--- config.mk ---
export PLATFORM = sky130hd
export DESIGN_NAME = mdc_ctrl
export DESIGN_NICKNAME = d
export VERILOG_FILES = /design/src/rtl/mdc_pkg.sv /design/src/rtl/mdc_sync.sv /design/src/rtl/mdc_tone_end.sv /design/src/rtl/mdc_route.sv /design/src/rtl/mdc_ctrl.sv
export SDC_FILE = /design/constraint.sdc
export NUM_CORES = 1
export LEC_CHECK = 0
export BUFFER_PORTS_ARGS = -buffer_cell sky130_fd_sc_hd__buf_2
export CORE_MARGIN = 2
export CORE_UTILIZATION = 25
export DETAILED_ROUTE_END_ITERATION = 10
export MAX_ROUTING_LAYER = met4
export PLACE_DENSITY_LB_ADDON = 0.25
export SETUP_SLACK_MARGIN = 0.15
export SLEW_MARGIN = 40
export SYNTH_ARGS = -nofsm -noshare
export SYNTH_HDL_FRONTEND = slang
export SYNTH_SLANG_ARGS = --single-unit
--- constraint.sdc ---
create_clock -name clk_i -period 1.7 [get_ports clk_i]
set_input_delay 0.17 -clock clk_i [delete_from_list [all_inputs] [get_ports clk_i]]
set_output_delay 0.17 -clock clk_i [all_outputs]
set_load 0.02 [all_outputs]
--- src/rtl/mdc_pkg.sv ---
package mdc_pkg;

    typedef enum logic [1:0] {
        MD_TONE    = 2'b00,
        MD_FSK     = 2'b01,
        MD_ZP_RING = 2'b10,
        MD_ZP_OFF  = 2'b11
    } mdc_mode_e;

    localparam int unsigned FLAG_W    = 4;
    localparam int unsigned FL_RING   = 0;
    localparam int unsigned FL_TONE   = 1;
    localparam int unsigned FL_LEVEL  = 2;
    localparam int unsigned FL_RTM    = 3;

    typedef struct packed {
        logic front;
        logic tone;
        logic fsk;
    } mdc_en_t;

endpackage

--- src/rtl/mdc_sync.sv ---
module mdc_sync #(
    parameter int unsigned WIDTH  = 4,
    parameter int unsigned STAGES = 2
) (
    input  logic             clk_i,
    input  logic             rst_ni,
    input  logic [WIDTH-1:0] d_i,
    output logic [WIDTH-1:0] q_o
);
    logic [WIDTH-1:0] stg_d [STAGES];
    logic [WIDTH-1:0] stg_q [STAGES];

    for (genvar g = 0; g < STAGES; g++) begin : g_stage
        if (g == 0) begin : g_first
            always_comb stg_d[g] = d_i;
        end else begin : g_next
            always_comb stg_d[g] = stg_q[g-1];
        end

        always_ff @(posedge clk_i or negedge rst_ni) begin
            if (!rst_ni) stg_q[g] <= '0;
            else         stg_q[g] <= stg_d[g];
        end
    end

    assign q_o = stg_q[STAGES-1];
endmodule

--- src/rtl/mdc_tone_end.sv ---
module mdc_tone_end (
    input  logic clk_i,
    input  logic rst_ni,
    input  logic tone_mode_i,
    input  logic tone_s_i,
    output logic end_o
);
    typedef struct packed {
        logic prev;
        logic held;
    } te_state_t;

    te_state_t st_d, st_q;
    logic      fall;

    always_comb begin
        st_d      = st_q;
        fall      = st_q.prev & ~tone_s_i;
        st_d.prev = tone_s_i;
        if (tone_mode_i) st_d.held = st_q.held | fall;
        else             st_d.held = 1'b0;
    end

    always_ff @(posedge clk_i or negedge rst_ni) begin
        if (!rst_ni) st_q <= '0;
        else         st_q <= st_d;
    end

    assign end_o = st_q.held;

    // latch stays set while tone-alert mode holds
    a_r4_sticky: assert property (@(posedge clk_i) disable iff (!rst_ni)
        (st_q.held && tone_mode_i) |=> st_q.held);

    // latch cleared once mode is not tone-alert
    a_r5_clear: assert property (@(posedge clk_i) disable iff (!rst_ni)
        !tone_mode_i |=> !st_q.held);

    // latch only sets after a tone fall seen in tone mode
    a_r4_set_cause: assert property (@(posedge clk_i) disable iff (!rst_ni)
        $rose(st_q.held) |-> ($past(tone_mode_i) && $past(st_q.prev) && !$past(tone_s_i)));
endmodule

--- src/rtl/mdc_route.sv ---
module mdc_route
    import mdc_pkg::*;
(
    input  mdc_mode_e mode_i,
    input  logic      ring_i,
    input  logic      tone_i,
    input  logic      level_i,
    input  logic      rtm_i,
    input  logic      tone_end_i,
    output logic      det_o,
    output logic      irq_o,
    output mdc_en_t   en_o
);
    always_comb begin
        det_o = 1'b0;
        irq_o = 1'b0;
        en_o  = '0;
        unique case (mode_i)
            MD_TONE: begin
                det_o    = tone_i;
                irq_o    = ring_i | tone_end_i;
                en_o     = '{front: 1'b1, tone: 1'b1, fsk: 1'b0};
            end
            MD_FSK: begin
                det_o    = level_i;
                irq_o    = ring_i | rtm_i;
                en_o     = '{front: 1'b1, tone: 1'b0, fsk: 1'b1};
            end
            MD_ZP_RING: begin
                det_o    = ring_i;
                irq_o    = ring_i;
            end
            MD_ZP_OFF: begin
                det_o    = ring_i;
                irq_o    = 1'b0;
            end
            default: ;
        endcase
    end
endmodule

--- src/rtl/mdc_ctrl.sv ---
module mdc_ctrl
    import mdc_pkg::*;
#(
    parameter int unsigned SYNC_STAGES = 2
) (
    input  logic clk_i,
    input  logic rst_ni,
    input  logic zp_pin_i,
    input  logic mode_pin_i,
    input  logic ring_flag_i,
    input  logic tone_flag_i,
    input  logic level_flag_i,
    input  logic rtm_req_i,
    output logic det_o,
    output logic irq_n_o,
    output logic irq_oe_o,
    output logic en_front_o,
    output logic en_tone_o,
    output logic en_fsk_o
);
    typedef struct packed {
        mdc_mode_e mode;
    } ctl_state_t;

    ctl_state_t        st_d, st_q;
    logic [FLAG_W-1:0] flag_raw, flag_s;
    logic              tone_mode, tone_end, irq_act;
    mdc_en_t           en;

    assign flag_raw[FL_RING]  = ring_flag_i;
    assign flag_raw[FL_TONE]  = tone_flag_i;
    assign flag_raw[FL_LEVEL] = level_flag_i;
    assign flag_raw[FL_RTM]   = rtm_req_i;

    mdc_sync #(.WIDTH(FLAG_W), .STAGES(SYNC_STAGES)) u_sync (
        .clk_i  (clk_i),
        .rst_ni (rst_ni),
        .d_i    (flag_raw),
        .q_o    (flag_s)
    );

    always_comb begin
        st_d      = st_q;
        st_d.mode = mdc_mode_e'({zp_pin_i, mode_pin_i});
    end

    always_ff @(posedge clk_i or negedge rst_ni) begin
        if (!rst_ni) st_q <= '{mode: MD_ZP_OFF};
        else         st_q <= st_d;
    end

    assign tone_mode = (st_q.mode == MD_TONE);

    mdc_tone_end u_tone_end (
        .clk_i       (clk_i),
        .rst_ni      (rst_ni),
        .tone_mode_i (tone_mode),
        .tone_s_i    (flag_s[FL_TONE]),
        .end_o       (tone_end)
    );

    mdc_route u_route (
        .mode_i     (st_q.mode),
        .ring_i     (flag_s[FL_RING]),
        .tone_i     (flag_s[FL_TONE]),
        .level_i    (flag_s[FL_LEVEL]),
        .rtm_i      (flag_s[FL_RTM]),
        .tone_end_i (tone_end & tone_mode),
        .det_o      (det_o),
        .irq_o      (irq_act),
        .en_o       (en)
    );

    assign irq_n_o    = ~irq_act;
    assign irq_oe_o   = irq_act;
    assign en_front_o = en.front;
    assign en_tone_o  = en.tone;
    assign en_fsk_o   = en.fsk;

    // mode register follows the pins one edge later
    a_r2_mode_reg: assert property (@(posedge clk_i) disable iff (!rst_ni)
        1'b1 |=> (st_q.mode == $past({zp_pin_i, mode_pin_i})));

    // quiet standby never drives the interrupt
    a_r7_quiet_irq: assert property (@(posedge clk_i) disable iff (!rst_ni)
        (st_q.mode == MD_ZP_OFF) |-> (irq_n_o && !irq_oe_o));

    // standby removes every enable
    a_r9_standby_off: assert property (@(posedge clk_i) disable iff (!rst_ni)
        st_q.mode[1] |-> !(en_front_o || en_tone_o || en_fsk_o));

    // at most one detector enable at a time
    a_r9_one_path: assert property (@(posedge clk_i) disable iff (!rst_ni)
        $onehot0({en_tone_o, en_fsk_o}));

    // tone-end interrupt gone on the first cycle outside tone mode
    a_r5_leave: assert property (@(posedge clk_i) disable iff (!rst_ni)
        (st_q.mode == MD_FSK) |-> (irq_n_o == !(flag_s[FL_RING] || flag_s[FL_RTM])));
endmodule

==> flow_metrics.tcl, run 1 <==
set metrics [dict create \
    status "finished clean" \
    clock_tree.root_cell "clkbuf_4" \
    hp-class "input port to flop" \
    worst_slew_margin_rel_pct 84.15 \
    final_layout_size_suffix_gt1_share_pct 44.68 \
    start_kind "flop" \
    globalplace.congestion 0.7763 \
    dr.pass1.iters 4 \
    yosys.cell_types.count 11 \
    grt_use_total_pct 7.482 \
    clock-sinks 12 \
    rsz0062_at_grt "yes" \
    insertion_delay_ps 260 \
    post-route-min-period_ps 1526 \
    p_leak_nw 0.2714 \
    hpwl_um 393.9 \
    die_y_um 43.01 \
    wire_per_inst_um 8.698 \
    placed_area_um2 465.4 \
    critical_path_arrival_ps 1360 \
    finalWirelength_um 548 \
    core_um2 1471 \
    tns_ps 0 \
    ys_warn_count 0 \
    vias 255 \
    place_worst_setup_slack_ps 383.5 \
    syn_to_final_growth_pct 49.34 \
    grt_pass1_vias 246 \
    boundaryPins 14 \
    finalSetupViolations 0 \
    endpoint_kind "output pin" \
    grt_pass1_wl_um 945 \
    dieArea_um2 1849 \
    yosys.area.top_type "dfrtp_1" \
    required_ps 1530 \
    fmax_mhz 655.1 \
    ff_latch_area_um2 302.8 \
    final_cell_area_um2 568.0 \
    cts_buffers 3 \
    r2r_slack_ps 790 \
    drv_cap 0 \
    htree_levels 1 \
    avgSynthCellArea_um2 15.85 \
    syn_area_um2 380.4 \
    cp_max_fo 2 \
    synth_area_leaders "dfrtp_1 (66%), dfstp_2 (14%), mux2i_1 (5.3%)" \
    multi_input_area_um2 83.83 \
    yosysTopAreaCellShare_pct 65.79 \
    drc 0 \
    clk_pin_slew_ps 60 \
    diodes 0 \
    fin_crit_sh_pct 89.79 \
    nets 56 \
    power-per-cell-area_nw_per_um2 955.3 \
    fill_cells 158 \
    final_antenna_net_count 0 \
    antenna_found_initial 0 \
    ir_drop_uv 373.4 \
    rows 14 \
    io_buffers 13 \
    slew_viol_final 0 \
    grt_max_degree 13 \
    cts_tree "built" \
    syn_nets 32 \
    synthCells 24 \
    start_util_pct 25.85 \
    skew_ps 8.493 \
    clk_path_buf_depth 2 \
    timing_hold_violations_final 0 \
    ys_seq_elements 12 \
    final_common_cell "buf_2" \
    crit_type "flop to output pin" \
    setup_slack_ps 173.6 \
    drtIter0Drc 3 \
    tightest_slew_ps 237.7 \
    gr-total-overflow 0 \
    die_w_um 43.01 \
    mostFrequentLayoutCells "buf_2 (11), dfrtp_1 (10), dlygate4sd3_1 (5)" \
    synth-seq-area-share_pct 79.61 \
    viasPerCell 4.048 \
]
==> kinds of logic (layout without fill, tap and decap cells) <==
logic type	Yosys count	count (layout)	share of synthesized area (%)
AO/OA/AOI/OAI	4	4	7.895
buffers and inverters	1	24	0.9859
multiplexers	2	2	5.263
AND/OR/NAND/NOR	5	5	6.249
flip-flops	12	12	79.61
==> timing repair <==
item | CTS | global route
setup endpoints to repair | 1 | 2
buffers inserted | 1 | 0
endpoints found under the hold margin | 14 | 0
pin swaps | 0 | 0
resized for setup | 1 | 4
hold buffers | 5 | 0
==> layout make-up <==
class,count,share of cell area [%]
multi-input cells,11,14.76
clock buffers,4,4.626
inverters,1,0.6608
well taps,16,3.524
repair buffers,19,23.13
flip-flops and latches,12,53.30
==> path summary, 6_finish.rpt <==
check,endpoint,depth (start not counted),from
setup reg to reg,u_tone_end.end_o$_DFF_PN0_,3,st_q[0]$_DFF_PN1_
min in group asynchronous,u_sync.stg_d[1]$_DFF_PN0_,2,rst_ni
hold / removal,u_sync.stg_d[0]$_DFF_PN0_,1,ring_flag_i
setup / recovery,irq_n_o,3,st_q[0]$_DFF_PN1_
hold reg to reg,u_sync.q_o[0]$_DFF_PN0_,0,u_sync.stg_d[0]$_DFF_PN0_
max in group asynchronous,st_q[0]$_DFF_PN1_,2,rst_ni
==> where the power goes <==
part           switching, mW  total, mW  internal (mW)
clock                 0.0770      0.167         0.0904
sequential           0.00845      0.310          0.302
combinational         0.0309     0.0651         0.0342
==> synthesized netlist by cell type, drive strengths merged <==
cell type,number
o21a,1
nor2,1
o21ai,1
a2bb2oi,1
o2bb2ai,1
nor2b,2
dfstp,2
nand2,2
dfrtp,10
inv,1
mux2i,2
==> state kept, by name, summed over array words and instances (netlist names) <==
register,flops
u_sync.q_o,4
u_sync.stg_d,4
st_q,2
u_tone_end.end_o,1
u_tone_end.st_q,1
==> metrics by stage <==
stage | hold WS, ps | instances | power, mW | utilization (%)
6_report | 18.26 | 63 | 0.5427 | 38.61
5_1_grt | 2.225 | 63 | 0.5742 | 38.61
4_1_cts | 5.684 | 63 | 0.5476 | 37.50
3_5_place_dp | 49.03 | 53 | 0.3638 | 31.63
3_3_place_gp | 47.63 | 53 | 0.3626 | 31.63
2_1_floorplan | -125.6 | 24 | 0.3392 | -
==> layer usage <==
layer  part of all wire (%)  GRT usage, %  vias to the layer above
met5                      0             -                        -
met4                    1.3         7.273                        0
met3                     11         2.979                        2
met2                     49         10.61                       12
met1                     38         7.650                      117
li1                       -             -                      124
==> worst max-delay path, stage by stage, from the launching register on <==
cell       delay [ps]
dfstp_2           550
mux2i_2           250
a2bb2oi_2         150
buf_4             150
Power figures use the tool's default switching activity.
==> inputs of run 2 (changes only) <==
- CAP_MARGIN: not set -> 20
- RECOVER_POWER: not set -> 100
==> run 2 against run 1 <==
Sequential cell count unchanged; largest power group unchanged; sequential share of layout area increased by 0.35 points; power decreased by 0.32%; clock power about the same; non-clock buffer count unchanged; sequential power about the same; worst hold slack about the same; utilization decreased by 0.26 points; worst setup slack got worse by 29 ps; first-iteration DRC count unchanged; die area unchanged; critical path depth unchanged.
==> flow_metrics.tcl, run 2 (same netlist as run 1, synthesis figures left out) <==
set metrics [dict create \
    core_um2 1471 \
    grt_use_total_pct 7.482 \
    p_seq_share_pct 57.2 \
    finalSetupViolations 0 \
    insertion_delay_ps 260 \
    required_ps 1530 \
    p_comb_share_pct 11.9 \
    power_switching_share_pct 21.60 \
    drv_cap 0 \
    tightest_slew_ps 568.8 \
    fmax_mhz 642.9 \
    skew_ps 8.596 \
    htree_levels 1 \
    mostFrequentLayoutCells "dfrtp_1 (10), buf_2 (7), dlygate4sd3_1 (5)" \
    clock-sinks 12 \
    start_util_pct 25.85 \
    crit_type "flop to output pin" \
    timing_hold_violations_final 0 \
    hp-class "input port to flop" \
    switchingPower_mw 0.1168 \
    globalplace.congestion 0.7763 \
    power-per-cell-area_nw_per_um2 958.6 \
    finalNonFillerCells 63 \
    finalWirelength_um 561 \
    slew_viol_final 0 \
    syn_to_final_growth_pct 48.36 \
    final_antenna_net_count 0 \
    clock_tree.root_cell "clkbuf_4" \
    post-route-min-period_ps 1556 \
    grt_max_degree 13 \
    grt_pass1_vias 246 \
    boundaryPins 14 \
    p_leak_nw 0.2604 \
    hpwl_um 393.9 \
    die_y_um 43.01 \
    dp_cells 53 \
    rsz0062_at_grt "yes" \
    post-route-util_pct 38.35 \
    nets 56 \
    grt_pass1_wl_um 945 \
    start_kind "flop" \
    clk_path_buf_depth 2 \
    gr-total-overflow 0 \
    worst_slew_margin_rel_pct 62.08 \
    die_w_um 43.01 \
    clk_pin_slew_ps 60 \
    tns_ps 0 \
    cts_tree "built" \
    dr.pass1.iters 4 \
    fin_crit_sh_pct 91.50 \
    vias 257 \
    diodes 0 \
    dieArea_um2 1849 \
    cp_max_fo 2 \
    status "finished clean" \
    drtIter0Drc 3 \
    pwr-share-clk_pct 31.0 \
    rows 14 \
    final_cell_area_um2 564.3 \
    power_mw 0.5409 \
    cts_buffers 3 \
    io_buffers 13 \
    ir_drop_uv 372.9 \
    drc 0 \
    endpoint_kind "output pin" \
    antenna_found_initial 0 \
    final_layout_size_suffix_gt1_share_pct 34.04 \
    final_common_cell "dfrtp_1" \
    internal-power_mw 0.4241 \
    critical_path_arrival_ps 1390 \
    viasPerCell 4.079 \
    placed_area_um2 465.4 \
    wire_per_inst_um 8.905 \
]
==> run 2: changes by cell type in the layout (fill, tap and decap cells not counted) <==
cell / delta
buf_2: -4
clkbuf_2: +1
dfstp_2: -2
clkbuf_1: +3
dfstp_1: +2
==> run 2: path summary, 6_finish.rpt <==
path / to / start / slack (ps) / depth (start not counted)
worst max-delay path: irq_n_o / st_q[0]$_DFF_PN1_ / 140 / 3
min in group asynchronous: u_sync.stg_d[1]$_DFF_PN0_ / rst_ni / 410 / 2
max in group asynchronous: u_sync.stg_d[0]$_DFF_PN0_ / rst_ni / 910 / 2
worst max register to register: u_tone_end.end_o$_DFF_PN0_ / st_q[1]$_DFF_PN1_ / 750 / 2
worst min register to register: u_sync.q_o[0]$_DFF_PN0_ / u_sync.stg_d[0]$_DFF_PN0_ / 350 / 0
worst min-delay path: u_sync.stg_d[0]$_DFF_PN0_ / ring_flag_i / 20 / 1
==> run 2: layout make-up <==
type | count | area [um^2]
multi-input combinational | 11 | 83.83
clock buffer | 4 | 26.28
tap | 16 | 20.02
sequential | 12 | 302.8
fill | 159 | 907.1
inverter | 1 | 3.754
timing repair buffer | 19 | 127.6
==> run 2: metal layers <==
metal / vias to the layer above / part of all wire [%] / GRT usage (%)
li1: 125 / - / -
met1: 118 / 38 / 7.650
met2: 12 / 50 / 10.61
met3: 2 / 11 / 2.979
met4: 0 / 1.2 / 7.273
met5: - / 0 / -
==> run 2: power by group through the flow <==
stage	Combinational, mW	Clock, mW	Sequential, mW
after global placement	0.0478	0	0.315
after floorplan	0.0258	0	0.313
after detailed placement	0.0484	0	0.315
after global routing	0.0708	0.191	0.311
after CTS	0.0611	0.178	0.309
final	0.0642	0.168	0.309
==> run 2: through the flow <==
step	worst slack, ps	hold WS [ps]
final	144.5	18.12
after global routing	69.93	2.318
after CTS	152.9	5.684
after detailed placement	383.5	49.03
after global placement	428.4	47.63
after floorplan	350.2	-125.6
==> run 2: critical path: stages (launching register included) <==
cell       delay (ps)
dfstp_1           570
mux2i_2           270
a2bb2oi_2         150
buf_4             150
==> run 2: timing repair <==
action	4_1_cts	5_1_grt
pin swaps	0	0
setup endpoints to repair	1	2
endpoints found under the hold margin	14	0
hold buffers	5	0
gates resized for setup	1	4
buffers inserted	1	0
==> inputs of run 3 (changes only) <==
--- a/constraint.sdc
+++ b/constraint.sdc
@@ -3,2 +3,2 @@
 set_output_delay 0.17 -clock clk_i [all_outputs]
-set_load 0.02 [all_outputs]
+set_load 0.1 [all_outputs]
==> run 3 against run 2 <==
Die area did not move; utilization rose by 6.2 points; sequential share of layout area fell by 7.5 points; sequential power rose by 2%; via count rose by 3.5%; routed wire length rose by 13%; final cell count rose by 3.2%; clock skew barely moved; critical path depth did not move; power rose by 19%; combinational power rose by 150%; clock power barely moved; critical path type unchanged.
==> flow_metrics.tcl, run 3 (same netlist as run 1, synthesis figures left out) <==
set metrics [dict create \
    clk_pin_slew_ps 60 \
    clock-sinks 12 \
    hp-class "input port to flop" \
    finalSetupViolations 0 \
    wl_met3_um 60 \
    insertion_delay_ps 260 \
    critical_path_arrival_ps 1490 \
    mostFrequentLayoutCells "dfrtp_1 (10), buf_2 (8), dlygate4sd3_1 (5)" \
    diodes 0 \
    power_switching_share_pct 29.51 \
    final_layout_size_suffix_gt1_share_pct 55.10 \
    fin_crit_sh_pct 97.47 \
    cp_slowest_cell "dfstp_2" \
    internal-power_mw 0.4519 \
    final_antenna_net_count 0 \
    crit_type "flop to output pin" \
    core_um2 1471 \
    slew_viol_final 0 \
    antenna_found_initial 0 \
    place_worst_setup_slack_ps 235.3 \
    rows 14 \
    grt_pass1_wl_um 1069 \
    worst_hold_slack_ps 18.09 \
    io_buffers 13 \
    crit_path_cell_trace "mux2i_2 > a2bb2oi_2 > buf_12" \
    cts_tree "built" \
    r2r_slack_ps 770 \
    final_cell_area_um2 655.6 \
    die_y_um 43.01 \
    grt_max_degree 13 \
    wl_met2_um 357 \
    dieArea_um2 1849 \
    grt_use_total_pct 8.592 \
    tightest_slew_ps 602.3 \
    wire_per_inst_um 9.785 \
    endpoint_kind "output pin" \
    dr.pass1.iters 2 \
    nets 58 \
    drc 0 \
    finalWirelength_um 636 \
    fill_cells 149 \
    crit_family "flip-flops" \
    routedLengthMet1_um 219 \
    rsz0062_at_grt "yes" \
    gr-total-overflow 0 \
    min_from "ring_flag_i" \
    cts_buffers 3 \
    ir_drop_uv 428.2 \
    min_to "u_sync.stg_d[0]$_DFF_PN0_" \
    tns_ps 0 \
    reg2reg_depth 3 \
    globalplace.congestion 0.7165 \
    power-per-cell-area_nw_per_um2 977.8 \
    drtIter0Drc 1 \
    p_leak_nw 0.2955 \
    cp_max_fo 5 \
    final_common_cell "dfrtp_1" \
    clk_path_buf_depth 2 \
    post-route-min-period_ps 1657 \
    skew_ps 8.996 \
    worst_slew_margin_rel_pct 59.85 \
    grt_pass1_vias 265 \
    viasPerCell 4.092 \
    setup_slack_ps 42.95 \
    hpwl_um 440.2 \
    clock_tree.root_cell "clkbuf_4" \
    post-route-util_pct 44.56 \
    drv_cap 0 \
    reg2reg_to "u_tone_end.end_o$_DFF_PN0_" \
    finalNonFillerCells 65 \
    start_kind "flop" \
    crit_path_max_incr_delay_ps 580 \
    top_layer "met3" \
    boundaryPins 14 \
    p_comb_share_pct 24.8 \
    htree_levels 1 \
    whs_path_depth 1 \
    vias 266 \
    placed_area_um2 539.3 \
    p_seq_share_pct 49.0 \
    critical_path_buf_inv_count 1 \
    fmax_mhz 603.5 \
    dp_cells 53 \
    power_mw 0.6411 \
    timing_hold_violations_final 0 \
    pwr-share-clk_pct 26.2 \
    switchingPower_mw 0.1892 \
    required_ps 1530 \
    syn_to_final_growth_pct 72.37 \
    start_util_pct 25.85 \
    status "finished clean" \
    die_w_um 43.01 \
    r2r-start "st_q[0]$_DFF_PN1_" \
]
## run 3: cell types whose count changed in the layout (fill, tap and decap cells not counted), moves of 2 or more
cell / previous run / this run
buf_12: 0 / 3
buf_4: 2 / 4
clkbuf_1: 4 / 2
dfstp_1: 2 / 0
dfstp_2: 0 / 2
## run 3: routing by layer
metal | GRT usage (%) | up-vias
li1 | - | 131
met1 | 7.967 | 123
met2 | 14.85 | 12
met3 | 1.702 | 0
met4 | 7.273 | 0
met5 | - | -
## run 3: how the worst max path moves through the flow
stage / from / end / slack [ps] / depth (start not counted)
3_3_place_gp: st_q[0]$_DFF_PN1_ / irq_n_o / 280 / 3
6_report: st_q[0]$_DFF_PN1_ / irq_n_o / 40 / 3
3_5_place_dp: st_q[0]$_DFF_PN1_ / irq_n_o / 240 / 3
4_1_cts: st_q[0]$_DFF_PN1_ / irq_n_o / 10 / 3
2_1_floorplan: st_q[0]$_DFF_PN1_ / irq_n_o / -190 / 2
5_1_grt: st_q[0]$_DFF_PN1_ / irq_n_o / -30 / 3
## run 3: timing repair
| item | in CTS | in global routing |
|---|---|---|
| endpoints found under the hold margin | 13 | 1 |
| setup buffers | 2 | 1 |
| setup endpoints to repair | 4 | 3 |
| pin swaps | 0 | 0 |
| gates resized for setup | 4 | 0 |
| hold buffers | 4 | 1 |
## run 3: power by group through the flow
stage               clock network [mW]  registers, mW  logic [mW]
detailed placement                   0          0.318       0.140
global route                     0.198          0.316       0.165
finish                           0.168          0.314       0.159
floorplan                            0          0.316      0.0940
CTS                              0.180          0.314       0.156
global placement                     0          0.317       0.139
## run 3: layout make-up
cell class / instances / area [um^2] / share of cell area (%)
clock buffer: 4 / 26.28 / 4.008
inverter: 1 / 3.754 / 0.5725
timing repair buffer: 21 / 183.9 / 28.05
sequential: 12 / 302.8 / 46.18
multi-input combinational: 11 / 118.9 / 18.13
tap: 16 / 20.02 / 3.053
